--- config.mk ---
export PLATFORM = sky130hd
export DESIGN_NAME = tri_seq_gen
export DESIGN_NICKNAME = d
export VERILOG_FILES = /design/src/rtl/tri_seq_pkg.sv /design/src/rtl/tri_divider.sv /design/src/rtl/tri_step_ctr.sv /design/src/rtl/tri_fold.sv /design/src/rtl/tri_seq_gen.sv
export SDC_FILE = /design/constraint.sdc
export NUM_CORES = 1
export LEC_CHECK = 0
export ABC_AREA = 1
export BUFFER_PORTS_ARGS = -buffer_cell sky130_fd_sc_hd__buf_2
export CAP_MARGIN = 10
export CORE_UTILIZATION = 49
export DETAILED_ROUTE_END_ITERATION = 16
export MAX_ROUTING_LAYER = met4
export PLACE_DENSITY = 0.86
export SKIP_LAST_GASP = 1
export SLEW_MARGIN = 10
export SYNTH_ARGS = -nofsm -noshare
export SYNTH_HDL_FRONTEND = slang
export SYNTH_SLANG_ARGS = --single-unit
--- constraint.sdc ---
create_clock -name clk_i -period 1.2 [get_ports clk_i]
set_input_delay 0.06 -clock clk_i [delete_from_list [all_inputs] [get_ports clk_i]]
set_output_delay 0.06 -clock clk_i [all_outputs]
set_load 0.01 [all_outputs]
--- src/rtl/tri_seq_pkg.sv ---
`timescale 1ns/1ps
package tri_seq_pkg;
  localparam int unsigned PERIOD_W = 11;
  localparam int unsigned STEP_W   = 5;
  localparam int unsigned AMP_W    = STEP_W - 1;

  typedef logic [PERIOD_W-1:0] period_t;
  typedef logic [STEP_W-1:0]   step_t;
  typedef logic [AMP_W-1:0]    amp_t;

  // rising half is identity, falling half mirrors via inversion of low bits
  function automatic amp_t fold_step(step_t s);
    return s[STEP_W-1] ? ~s[AMP_W-1:0] : s[AMP_W-1:0];
  endfunction
endpackage

--- src/rtl/tri_divider.sv ---
`timescale 1ns/1ps
module tri_divider #(
  parameter int unsigned WIDTH = 11
) (
  input  logic             clk_i,
  input  logic             rst_ni,
  input  logic             en_i,
  input  logic [WIDTH-1:0] period_i,
  output logic [WIDTH-1:0] cnt_o,
  output logic             adv_o
);
  logic [WIDTH-1:0] cnt_q;
  logic             at_zero;

  assign at_zero = (cnt_q == '0);
  assign adv_o   = en_i & at_zero;
  assign cnt_o   = cnt_q;

  always_ff @(posedge clk_i or negedge rst_ni) begin
    if (!rst_ni) begin
      cnt_q <= '0;
    end else if (en_i) begin
      if (at_zero) cnt_q <= period_i;
      else         cnt_q <= cnt_q - 1'b1;
    end
  end
endmodule

--- src/rtl/tri_step_ctr.sv ---
`timescale 1ns/1ps
module tri_step_ctr #(
  parameter int unsigned WIDTH = 5
) (
  input  logic             clk_i,
  input  logic             rst_ni,
  input  logic             adv_i,
  input  logic             load_i,
  input  logic [WIDTH-1:0] load_pos_i,
  output logic [WIDTH-1:0] step_o
);
  logic [WIDTH-1:0] step_q;

  assign step_o = step_q;

  // load has priority over advance
  always_ff @(posedge clk_i or negedge rst_ni) begin
    if (!rst_ni)     step_q <= '0;
    else if (load_i) step_q <= load_pos_i;
    else if (adv_i)  step_q <= step_q + 1'b1;
  end
endmodule

--- src/rtl/tri_fold.sv ---
`timescale 1ns/1ps
module tri_fold
  import tri_seq_pkg::*;
(
  input  step_t step_i,
  output amp_t  amp_o
);
  assign amp_o = fold_step(step_i);
endmodule

--- src/rtl/tri_seq_gen.sv ---
`timescale 1ns/1ps
module tri_seq_gen
  import tri_seq_pkg::*;
(
  input  logic                clk_i,
  input  logic                rst_ni,
  input  logic [PERIOD_W-1:0] period_i,
  input  logic                en_i,
  input  logic                load_i,
  input  logic [STEP_W-1:0]   load_pos_i,
  output logic [AMP_W-1:0]    amp_o
);
  period_t div_q;
  step_t   step_q;
  logic    adv;

  tri_divider #(.WIDTH(PERIOD_W)) i_div (
    .clk_i    (clk_i),
    .rst_ni   (rst_ni),
    .en_i     (en_i),
    .period_i (period_i),
    .cnt_o    (div_q),
    .adv_o    (adv)
  );

  tri_step_ctr #(.WIDTH(STEP_W)) i_step (
    .clk_i      (clk_i),
    .rst_ni     (rst_ni),
    .adv_i      (adv),
    .load_i     (load_i),
    .load_pos_i (load_pos_i),
    .step_o     (step_q)
  );

  tri_fold i_fold (
    .step_i (step_q),
    .amp_o  (amp_o)
  );
endmodule

Word-level counts from Yosys, hierarchy flattened:

Cells that the tools add are included.

* logic and storage cells: 12
* bits in registers: 16
* output and inout port bits: 4

* bitwise logic cells: 2
* reductions and logical operators: 2
* muxes and demuxes: 4
* add/subtract/negate cells: 2

Operator list (number)
* zero test 11 bit: 1
* 2-to-1 mux 11 bit: 1
* subtractor 11 x 1 -> 11 bit (second input constant): 1
* 2-to-1 mux 5 bit: 2
* adder 5 x 1 -> 5 bit (second input constant): 1
* 2-to-1 mux 4 bit: 1
* inverter 4 bit: 1
* nonzero test 2 bit: 1
* bitwise AND 1 bit: 1

Depth between registers and ports, before layout:

* depth in word-level cells: 4
* mapped depth: 9
* depth with buffers taken out: 9

Hierarchy:

From an unflattened synthesis, not the netlist that was laid out.

* cell total of the unflattened synthesis: 178
* area, all modules: 1217.4 um^2

By module, submodules not included
* tri_divider: instances 1, cells each 126, area an instance 873.3 um^2
* tri_step_ctr: instances 1, cells each 35, area an instance 280.3 um^2
* tri_fold: instances 1, cells each 17, area an instance 63.8 um^2

Worst setup path after synthesis:

Ideal clock, no wire load.

* path kind: register to register
* start: register i_div.cnt_q[0] (netlist: i_div.cnt_o[0])
* end: register i_div.cnt_q[1] (netlist: i_div.cnt_o[1])
* cell stages (with the launch flop): 8
* clock period less this slack: 1.303 ns
* arrival time: 1.183 ns
* library setup time: 0.119 ns
* slack: -0.103 ns
* path through: dfrtp_1 inv_1 ha_1 inv_1 nor2_4 nand2_4 nor2_1 o21ai_2

* cells in the longest elaborated chain, start to end: 2
* elaborated cells on any way between the ends: 3

Ends and longest elaborated chain
* start, declared: line tri_divider.sv:12 `logic [WIDTH-1:0] cnt_q;`
* start signal, assigned: line tri_divider.sv:23 `if (at_zero) cnt_q <= period_i;`
* start signal, assigned: line tri_divider.sv:24 `else cnt_q <= cnt_q - 1'b1;`
* subtractor 11 x 1 -> 11 bit or zero test 11 bit (tied branches): line tri_divider.sv:24, tri_divider.sv:15
* 2-to-1 mux 11 bit *: line tri_divider.sv:23

Mark *: on every way between the ends. The rest lies on a longest branch, timed or not.
A chain may end at the register's enable or synchronous reset.

Worst setup path after layout:

* start: register i_div.cnt_q[0] (netlist: i_div.cnt_o[0])
* end: register i_step.step_q[3] (netlist: i_step.step_o[3])

* cells in the longest elaborated chain, start to end: 3

Ends and longest elaborated chain
* zero test 11 bit: line tri_divider.sv:15 `assign at_zero = (cnt_q == '0);`
* bitwise AND 1 bit: line tri_divider.sv:16 `assign adv_o = en_i & at_zero;`
* nonzero test 2 bit (no source line)
* end signal, assigned: line tri_step_ctr.sv:19 `else if (load_i) step_q <= load_pos_i;`
* end signal, assigned: line tri_step_ctr.sv:20 `else if (adv_i) step_q <= step_q + 1'b1;`
* end, declared: line tri_step_ctr.sv:12 `logic [WIDTH-1:0] step_q;`

Every way passes these cells.

==> results.json <==
{
  "report.final.setup_viol": 18,
  "wire_per_inst_um": 17.01,
  "die-area_um2": 2786,
  "clock-skew-final_ps": 1.705,
  "p_per_area_nw_per_um2": 2238,
  "timing.hold.worst_path_depth": 3,
  "avgViaCountPerCell": 5.794,
  "grt_first_pass_wirelength_mm": 6.023,
  "largest_net_degree_at_the_start_of_global_routing": 17,
  "net-switching-power_mw": 2.017,
  "startpoint_of_the_worst_register_to_register_path": "i_div.cnt_o[0]",
  "worst_setup_path_end_kind": "flop",
  "totalNegativeSetupSlack_ps": -2534,
  "postSynthRegisterBits": 16,
  "post_synth_adder_cell_area_pct": 2.970,
  "synth_top_family_by_area": "simple AND/OR/NAND/NOR gates",
  "fillcell_total": 156,
  "hpwlAfterDp_mm": 2.250,
  "final-max-slew-violation-count": 0,
  "min_to": "i_div.cnt_o[1]",
  "postSynthCellCount": 179,
  "clock-sinks": 16,
  "tightestPinTransition_ps": 387.3,
  "antenna_cells_inserted": 0,
  "row_count": 18,
  "portBuffers": 23,
  "max_cap_viol_count": 0,
  "detailed_place.area_um2": 1555,
  "ys_seq_area_share_pct": 31.68,
  "post_synth.cell_area_avg_um2": 7.060,
  "synthMuxAreaShare_pct": 0,
  "yosysWarnings": 0,
  "1st_iter_drt_viols": 85,
  "internal_power_mw": 2.071,
  "run_status": "finished, violations left",
  "power_frac_comb_pct": 66.7,
  "max_slew_margin_pct": 74.18,
  "hold_path.class": "primary input to flop",
  "cp-start-kind": "flop",
  "io-pin-count": 24,
  "antenna_found_initial": 0,
  "root_buf_cell": "sky130_fd_sc_hd__clkbuf_4",
  "area.growth.synth_to_final_pct": 44.55,
  "detail_route.first_pass.iterations": 4,
  "finish.instance_area_um2": 1827,
  "drt-total-wl_mm": 4.456,
  "vias_in_the_first_global_route": 1328,
  "post-route-util_pct": 74.41,
  "synth.cell_area_um2": 1264,
  "grt_overflow_total": 0,
  "detailroute.via_count": 1518,
  "antenna_violating_nets_post_route": 0,
  "static-leakage-power_nw": 0.9640,
  "cp.arrival_ps": 1670,
  "critPathLaunch": "i_div.cnt_o[0]",
  "die_width_um": 52.79,
  "core_area_um2": 2455,
  "die_height_um": 52.79,
  "synth-simple-area-share_pct": 49.80,
  "shortest_clock_period_the_worst_path_allows_after_layout_ps": 1417,
  "worst_r2r_path_depth": 8,
  "clk_latency_worst_skew_pair_ps": 310,
  "cts_tree": "built",
  "worst_ir_drop_vdd_mv": 1.505,
  "start_util_pct": 51.48,
  "hp-start": "period_i[1]",
  "synth-compound-area-share_pct": 4.059,
  "postSynthNetCount": 202,
  "routabilityCongestion": 0.9049,
  "route.detailed.drc": 0,
  "layout_worst_path_cycle_share_pct": 118.1,
  "cts.clk_slew.worst_paths_ps": 100,
  "critical_path.max_fanout": 6,
  "failed_checks": "setup timing",
  "worst-r2r-setup-slack_ps": -220,
  "track_usage_pct": 31.53,
  "cts-buffers-inserted": 3,
  "sequential_cell_fraction_of_total_power_pct": 23.9,
  "final_critical_path_setup_slack_ps": -216.7,
  "switching_share_pct": 49.34,
  "fin_nets": 256,
  "timing.setup.critical_path_class": "flop to flop",
  "drive_gt1_share_pct": 41.81,
  "synth_cell_type_count": 27,
  "htree_levels": 1,
  "required_ps": 1450,
  "achievable-frequency_mhz": 705.9,
  "critical_path.reg2reg.endpoint": "i_step.step_o[3]",
  "synth_xor_xnor_area_share_pct": 3.465,
  "final_hold_viol_count": 0,
  "power.share.clock_pct": 9.4,
  "grt_setup_unrepaired": "true",
  "clock_path_buffers": 2
}
-- cell families after synthesis --
| logic type | Yosys count |
|---|---|
| xor+xnor | 5 |
| fa+ha+maj | 3 |
| compound gates | 8 |
| buf+inv | 22 |
| simple gates | 125 |
| flops | 16 |
-- power groups by stage --
stage          Combinational (mW)  Clock (mW)  Sequential, mW
2_1_floorplan                1.27           0           0.918
3_3_place_gp                 1.88           0           0.931
3_5_place_dp                 1.94           0           0.941
4_1_cts                      2.31       0.387           0.948
5_1_grt                      2.91       0.410           0.996
6_report                     2.73       0.383           0.978
-- worst max path at each step --
stage,to,depth (start not counted)
3_5_place_dp,i_div.cnt_o[2],8
5_1_grt,i_step.step_o[3],8
6_report,i_step.step_o[3],8
3_3_place_gp,i_div.cnt_o[1],7
4_1_cts,i_step.step_o[3],7
2_1_floorplan,i_div.cnt_o[1],8
-- cells in the final DEF, fill, tap and decap left out --
cell type                       instances
sky130_fd_sc_hd__inv_1                  9
sky130_fd_sc_hd__xor2_1                 3
sky130_fd_sc_hd__nand2_4                7
sky130_fd_sc_hd__nand3b_1               7
sky130_fd_sc_hd__nor2_2                 4
sky130_fd_sc_hd__dfrtp_1               15
sky130_fd_sc_hd__inv_2                  6
sky130_fd_sc_hd__o21ai_2                2
sky130_fd_sc_hd__o21ai_0                1
sky130_fd_sc_hd__nand2_1               54
sky130_fd_sc_hd__nor3_1                 1
sky130_fd_sc_hd__nor2_8                 1
sky130_fd_sc_hd__inv_4                  3
sky130_fd_sc_hd__buf_12                 1
sky130_fd_sc_hd__nor3_4                 1
sky130_fd_sc_hd__dfrtp_2                1
sky130_fd_sc_hd__dlygate4sd3_1          4
sky130_fd_sc_hd__o21bai_1               1
sky130_fd_sc_hd__buf_4                 18
sky130_fd_sc_hd__ha_1                   1
sky130_fd_sc_hd__buf_6                  4
sky130_fd_sc_hd__nand2_2                6
sky130_fd_sc_hd__clkbuf_8               1
sky130_fd_sc_hd__nor2_1                 7
sky130_fd_sc_hd__xor2_2                 1
sky130_fd_sc_hd__clkbuf_4               3
sky130_fd_sc_hd__nand4_1                1
sky130_fd_sc_hd__ha_4                   2
sky130_fd_sc_hd__nand3_1               27
sky130_fd_sc_hd__buf_2                 23
sky130_fd_sc_hd__o21ai_1                2
sky130_fd_sc_hd__nand3_2                6
sky130_fd_sc_hd__o31ai_1                2
sky130_fd_sc_hd__xnor2_4                1
sky130_fd_sc_hd__nor2_4                 6
-- flip-flops by register name (all words and copies together) (netlist names) --
| signal | count |
|---|---|
| i_step.step_o | 5 |
| i_div.cnt_o | 11 |
-- stage by stage --
| step | total power [mW] | instances | hold WS [ps] | setup slack, ps |
|---|---|---|---|---|
| 6_report | 4.088 | 262 | 12.04 | -216.7 |
| 5_1_grt | 4.311 | 262 | 4.593 | -284.1 |
| 4_1_cts | 3.645 | 261 | 17.63 | -117.6 |
| 3_5_place_dp | 2.881 | 245 | -2.828 | -141.9 |
| 3_3_place_gp | 2.809 | 245 | -3.625 | -99.46 |
| 2_1_floorplan | 2.185 | 179 | -235.6 | -12.89 |
-- critical path: stages (launching register included) --
cell and delay [ps]:
sky130_fd_sc_hd__dfrtp_1 400, sky130_fd_sc_hd__inv_2 110, sky130_fd_sc_hd__ha_4 170, sky130_fd_sc_hd__nand3_2 140
sky130_fd_sc_hd__nor3_4 180, sky130_fd_sc_hd__nand2_4 110, sky130_fd_sc_hd__nand2_4 110, sky130_fd_sc_hd__nand2_1 80
sky130_fd_sc_hd__nand2_1 70
-- what timing repair did --
item	in CTS	in global routing
hold buffers	4	0
gates cloned	3	0
pin swaps	11	14
setup endpoints to repair	18	20
gates resized for setup	17	17
setup buffers	5	1
hold endpoints to repair	19	0
-- Yosys cell counts --
master                     count  area share, %
sky130_fd_sc_hd__dfrtp_1      16             32
sky130_fd_sc_hd__nor2_8        1            1.6
sky130_fd_sc_hd__inv_4         1           0.50
sky130_fd_sc_hd__ha_1          3            3.0
sky130_fd_sc_hd__nand3_1      32             13
sky130_fd_sc_hd__o21ai_0       2           0.79
sky130_fd_sc_hd__nand3b_1      7            4.2
sky130_fd_sc_hd__xor2_1        4            2.8
sky130_fd_sc_hd__inv_1        13            3.9
sky130_fd_sc_hd__o31ai_1       2            1.2
sky130_fd_sc_hd__nand2_4       4            3.6
sky130_fd_sc_hd__buf_2         1           0.40
sky130_fd_sc_hd__nand4_1       1           0.50
sky130_fd_sc_hd__nand2_2       1           0.50
sky130_fd_sc_hd__inv_2         4            1.2
sky130_fd_sc_hd__nor3_4        1            1.3
sky130_fd_sc_hd__nand3_2       1           0.79
sky130_fd_sc_hd__nor2_1       12            3.6
sky130_fd_sc_hd__nor2_4        3            2.7
sky130_fd_sc_hd__o21bai_1      1           0.59
sky130_fd_sc_hd__nand2_1      61             18
sky130_fd_sc_hd__buf_6         2            1.8
sky130_fd_sc_hd__o21ai_2       1           0.69
sky130_fd_sc_hd__nor3_1        1           0.40
sky130_fd_sc_hd__o21ai_1       2           0.79
sky130_fd_sc_hd__xnor2_1       1           0.69
sky130_fd_sc_hd__clkbuf_1      1           0.30
-- routing by layer --
layer / track usage [%] / share of wire [%] / vias to the layer above
met5: - / 0 / -
met4: 15.79 / 4.0 / 0
met3: 8.696 / 9.7 / 22
met2: 50.84 / 48 / 101
met1: 35.65 / 38 / 701
li1: - / - / 694
-- cell type report --
cell class	instances	area, um^2	share of cell area [%]
multi-input combinational	144	920.9	50.41
timing repair buffer	50	355.3	19.45
tap	30	37.54	2.055
inverter	18	75.07	4.110
clock buffer	4	36.28	1.986
sequential	16	401.6	21.99
Note: power is estimated with default switching activity, not from simulation.
